<file path="config.mk">
export PLATFORM = sky130hd
export DESIGN_NAME = rx_ring_mgr
export DESIGN_NICKNAME = d
export VERILOG_FILES = /design/src/rtl/rx_ring_mgr.sv
export SDC_FILE = /design/constraint.sdc
export NUM_CORES = 1
export LEC_CHECK = 0
export CELL_PAD_IN_SITES_DETAIL_PLACEMENT = 1
export CELL_PAD_IN_SITES_GLOBAL_PLACEMENT = 2
export CORE_MARGIN = 5
export CORE_UTILIZATION = 35
export DETAILED_ROUTE_END_ITERATION = 8
export PLACE_DENSITY_LB_ADDON = 0.1
export SETUP_SLACK_MARGIN = 0.2
export SLEW_MARGIN = 20
export SYNTH_ARGS = -nofsm -noshare
export SYNTH_HDL_FRONTEND = slang
export SYNTH_SLANG_ARGS = --single-unit
</file>
<file path="constraint.sdc">
create_clock -name clk -period 8.75 [get_ports clk]
set_clock_uncertainty 0.2 [all_clocks]
set_input_delay 1.75 -clock clk [delete_from_list [all_inputs] [get_ports clk]]
set_output_delay 1.75 -clock clk [all_outputs]
set_load 0.01 [all_outputs]
</file>
<file path="src/rtl/rx_ring_mgr.sv">
module rx_ring_mgr (
  input  logic        clk,
  input  logic        rst_n,
  input  logic [7:0]  pstart,
  input  logic [7:0]  pstop,
  input  logic [7:0]  bnry,
  input  logic        monitor,
  input  logic        curr_ld,
  input  logic [7:0]  curr_wdata,
  input  logic        rx_valid,
  input  logic [7:0]  rx_data,
  input  logic        rx_last,
  input  logic        rx_bad,
  input  logic [7:0]  rx_status,
  output logic        mem_we,
  output logic [15:0] mem_addr,
  output logic [7:0]  mem_wdata,
  output logic [7:0]  curr_page,
  output logic        ovw,
  output logic        missed
);
  logic [7:0]  curr_q, pg_q, off_q, next_q, stat_q;
  logic [15:0] n_q, cnt_q;
  logic        act_q, full_q, mon_q, hdr_q, ovw_q, miss_q;
  logic [1:0]  hi_q;

  logic [7:0]  pg_c, off_c, pg_inc, pg_n, off_n, pgn_inc, nxt, hbyte;
  logic [15:0] n_c, n_n;
  logic        full_c, mon_c, take, store, full_n, end_full;

  assign pg_c    = act_q ? pg_q : curr_q;
  assign off_c   = act_q ? off_q : 8'd4;
  assign n_c     = act_q ? n_q : 16'd0;
  assign full_c  = act_q & full_q;
  assign mon_c   = act_q ? mon_q : monitor;
  assign take    = rx_valid & ~hdr_q;
  assign store   = take & ~full_c & ~mon_c;

  assign pg_inc  = (pg_c + 8'd1 == pstop) ? pstart : pg_c + 8'd1;
  assign off_n   = off_c + 8'd1;
  assign pg_n    = (off_c == 8'hff) ? pg_inc : pg_c;
  assign full_n  = full_c | (~mon_c & (off_c == 8'hff) & (pg_inc == bnry));
  assign pgn_inc = (pg_n + 8'd1 == pstop) ? pstart : pg_n + 8'd1;
  assign nxt     = (off_n == 8'd0) ? pg_n : pgn_inc;
  assign end_full = full_n | (~mon_c & (off_n != 8'd0) & (pgn_inc == bnry));
  assign n_n     = n_c + 16'd1;

  always_comb begin
    case (hi_q)
      2'd0:    hbyte = stat_q;
      2'd1:    hbyte = next_q;
      2'd2:    hbyte = cnt_q[7:0];
      default: hbyte = cnt_q[15:8];
    endcase
  end

  assign mem_we    = store | hdr_q;
  assign mem_addr  = hdr_q ? {curr_q, 6'd0, hi_q} : {pg_c, off_c};
  assign mem_wdata = hdr_q ? hbyte : rx_data;
  assign curr_page = curr_q;
  assign ovw       = ovw_q;
  assign missed    = miss_q;

  always_ff @(posedge clk) begin
    if (!rst_n) begin
      curr_q <= '0; pg_q <= '0; off_q <= '0; next_q <= '0; stat_q <= '0;
      n_q <= '0; cnt_q <= '0; hi_q <= '0;
      act_q <= 1'b0; full_q <= 1'b0; mon_q <= 1'b0; hdr_q <= 1'b0;
      ovw_q <= 1'b0; miss_q <= 1'b0;
    end else begin
      ovw_q  <= 1'b0;
      miss_q <= 1'b0;
      if (hdr_q) begin
        hi_q <= hi_q + 2'd1;
        if (hi_q == 2'd3) begin
          hdr_q  <= 1'b0;
          curr_q <= next_q;
        end
      end else if (take) begin
        if (rx_last) begin
          act_q <= 1'b0;
          if (!rx_bad) begin
            if (mon_c | end_full) begin
              miss_q <= 1'b1;
              ovw_q  <= end_full;
            end else begin
              hdr_q  <= 1'b1;
              hi_q   <= 2'd0;
              next_q <= nxt;
              stat_q <= rx_status;
              cnt_q  <= n_n + 16'd4;
            end
          end
        end else begin
          act_q  <= 1'b1;
          pg_q   <= pg_n;
          off_q  <= off_n;
          n_q    <= n_n;
          full_q <= full_n;
          mon_q  <= mon_c;
        end
      end else if (curr_ld && !act_q) begin
        curr_q <= curr_wdata;
      end
    end
  end
endmodule


</file>
==> results <==
- The number of clock sinks seen by CTS is 80.
- The slowest stage of the critical path belongs to the cell nor2_2.
- At the end of the flow, the number of nets in the layout was 914.
- For the finished layout, the period the worst path requires is 7770 ps.
- The initial antenna violation count is 0.
- Summing all flip-flop and latch instances after layout gives 1600 um2.
- The cell seen most often among critical-path stages is xnor3_1.
- The count of buffers from port buffering is 89.
- The number of register bits inferred by synthesis is 80.
- After the first detailed-routing iteration, the DRC count stood at 406.
- The worst endpoint required time is 8780 ps.
- TritonCTS built the clock tree.
- In the synthesized netlist, the number of instances is 791.
- The register clock-pin slew on the reported worst setup and hold paths is 60 ps.
- The detail route stage leaves a number of antenna-violating nets equal to 0.
- The maximum operating frequency is 0.129 GHz.
- The overall overflow remaining after global route is 0.
- Leaving out fill and tap cells, the most frequent cells in the layout are clkdlybuf4s50_1 (89), nand2_1 (87), nor2_1 (86).
- The post-cts gate resize count is 0.
- The min-delay analysis places its worst path in the category flop to flop.
- Once detailed placement completed, the half-perimeter wirelength came to 18200 um.
- The repair_antennas step left the layout with diodes totalling 0.
- STA classifies the critical path endpoint as a flop.
- In this run the tightest slew margin relative to its limit is 0.323.
- Clock tree synthesis selected as its root buffer the cell clkbuf_16.
- During synthesis, Yosys emitted a total of 0 warnings.
- The pre-antenna-repair detailed-routing pass consisted of 5 iterations.
- The largest fanout on the critical path is 21.
- The critical path goes through clkdlybuf4s50_1 > xnor3_1 > nor3_1 > and4_1 > nand2_2 > o311ai_2 > clkinv_2 > ha_1 > xnor3_1 > a211oi_1 > o2111ai_1 > or3_4 > o221ai_1 > a22oi_1 > and4_4 > nor2_2 > mux2_1.
- Setup repair after global routing left no endpoint under its margin.
- The region available for standard cell placement spans 17800 um2.
- The count of endpoints failing setup in the final report is 0.
- Of the synthesized area, sequential elements account for 0.256.
- In this run the cell area of the synthesized design comes to 6260 um2.
- The synthesized area per cell is 7.92 um2.
- The number of nets in the synthesized netlist is 856.
- The synthesized design contains 0 enable-type register cells.
- The post-CTS setup-driven buffer insertion count is 0.
- The main flop type after synthesis is dfxtp_1.
- Of the available clock period, the critical path in the final layout requires 0.888.
- The via count of the first global-routing pass is 6387.
- Entering global routing, the biggest net connects 77 pins.
- Buffers inserted during clock tree synthesis total 9.
- The async set-or-reset flop fraction in the synthesized netlist is 0.
- The layout overhead on the synthesized area is 20.8%.
- The layout has 2152 filler cells.
- The number of cells traversed by the worst register-to-register path is 18.
- The hold path depth is 2.
- The routed wire length is 23600 um.
- The number of vias after detailed routing is 6238.
- Across all setup checks in the final design, the least slack found is 979 ps.
- The overall routing resource usage is 0.229.
- The largest voltage drop on the vdd net is 89.1 uV.
- After detailed routing, the number of vias per cell comes to 5.76.
- The max-slew violation total from the final report is 0.
- The number of failing hold endpoints at the final stage was 0.
- The average wire per standard cell is 21.8 um.
- The ratio of cells with drive above 1 in the final layout is 0.123.
- In the routed design, unresolved DRC markers number 0.
- The setup slack of the most critical reg-to-reg path is 1470 ps.
- Hold repair after CTS inserted 0 buffers.
- The first global-routing pass estimated 36400 um of wire.
- The library cell used most frequently in the layout, excluding fill and tap cells, is clkdlybuf4s50_1.
- The flow ran to the end, and the final reports show no timing, DRC or antenna violations.
- The reported max-cap violation count is 0.
- For the worst setup path, the data arrival time is 7800 ps.
- The multi-input combinational cell area is 4330 um2.
- At the pin with the least slew margin, the transition time is 1020 ps.
- The power per unit of standard cell area is 132 nW/um2.
- The clock latency reported for the late side of the worst-skew pair is 350 ps.
- Before CTS, the worst setup slack after placement is 678 ps.
- The end-of-flow core utilization is 0.426.
- The initial utilization of the core area, before any placement, comes to 0.352.
- For this design the top-level I/O count stands at 90.
- Yosys mapped the design onto 85 distinct sky130hd cell types.
- STA classifies the critical path startpoint as an input port.
- By startpoint and endpoint, the worst setup path is classified as input port to flop.
- The largest stage delay on the critical path is 750 ps.
- The aggregate negative setup slack is 0 ps.
- The total leakage power is 2.53 nW.
- The final weighted congestion of routability-driven global placement is 0.867.
- In this run the core area contains 49 standard-cell rows.
- The die span in y is 144 um.
- The floorplan step set the die width to 144 um.
- The die covers 20700 um2.
- The CTS H-tree depth is 3.
- No sink is reached through more buffers than the 2 on the longest clock path.
report_power, final:
group / total [mW] / switching (mW) / internal [mW]
clock: 0.413 / 0.156 / 0.257
sequential: 0.391 / 0.0165 / 0.375
combinational: 0.193 / 0.106 / 0.0874
total: 0.997 / 0.278 / 0.719
logic make-up (layout without fill, tap and decap cells):
family / Yosys count / in the layout / share of synthesized area
compound gates: 205 / 205 / 0.242
xor+xnor: 64 / 64 / 0.0997
fa+ha+maj: 10 / 10 / 0.0200
buf+inv: 69 / 132 / 0.0542
flops: 80 / 80 / 0.256
mux: 37 / 37 / 0.0735
simple gates: 326 / 326 / 0.255
flip-flops by register name, summed over array words and instances (netlist names):
name,cells
act_q,1
cnt_q,16
curr_page,8
full_q,1
hdr_q,1
hi_q,2
missed,1
mon_q,1
n_q,16
next_q,8
off_q,8
ovw,1
pg_q,8
stat_q,8
cell type report:
class / count / area share
sequential: 80 / 0.212
clock inverter: 5 / 0.0106
timing repair buffer: 97 / 0.126
tap: 229 / 0.0379
clock buffer: 11 / 0.0321
inverter: 19 / 0.00959
multi-input combinational: 642 / 0.572
synth_stat cells, types with 13 or more instances:
library cell	number	area share
nand2_1	87	0.052
nor2_1	87	0.052
dfxtp_1	80	0.26
a21oi_1	52	0.042
nand3_1	44	0.035
xnor2_1	33	0.046
o21ai_0	32	0.026
clkbuf_1	30	0.018
xor2_1	25	0.035
a211oi_1	20	0.024
and2_1	19	0.019
nor3_1	19	0.015
inv_1	17	0.010
mux2_2	16	0.029
mux2i_1	13	0.021
stage by stage:
stage	instances	power [mW]	hold WS, ps	instance area [um2]
2_1_floorplan	791	0.508	240	6260
3_3_place_gp	1067	0.590	248	7240
3_5_place_dp	1067	0.592	257	7240
4_1_cts	1083	1.01	265	7570
5_1_grt	1083	1.04	285	7570
6_report	1083	0.997	263	7570
worst max-delay path: cells and delay by family:
kind	cells	cell delay [ps]
adder cells (fa/ha/maj)	1	290
AO/OA/AOI/OAI	5	1470
multiplexers	1	390
buffers and inverters	2	690
AND/OR/NAND/NOR	6	2430
XOR/XNOR	2	760
path summary, 6_finish.rpt:
check                             start                endpoint
setup / recovery               pstop[2]  next_q[4]$_SDFFE_PN0P_
hold / removal    cnt_q[7]$_SDFFE_PN0P_   cnt_q[7]$_SDFFE_PN0P_
setup reg to reg     act_q$_SDFFE_PN0P_  next_q[4]$_SDFFE_PN0P_
hold reg to reg   cnt_q[7]$_SDFFE_PN0P_   cnt_q[7]$_SDFFE_PN0P_
routing by layer:
metal,track usage,share of wire,vias up
met4,0.0743,0.028,0
met2,0.433,0.53,144
met3,0.0329,0.032,36
met1,0.264,0.41,3063
li1,-,-,2995
met5,0,0,-
(Power assumes the default switching activity.)
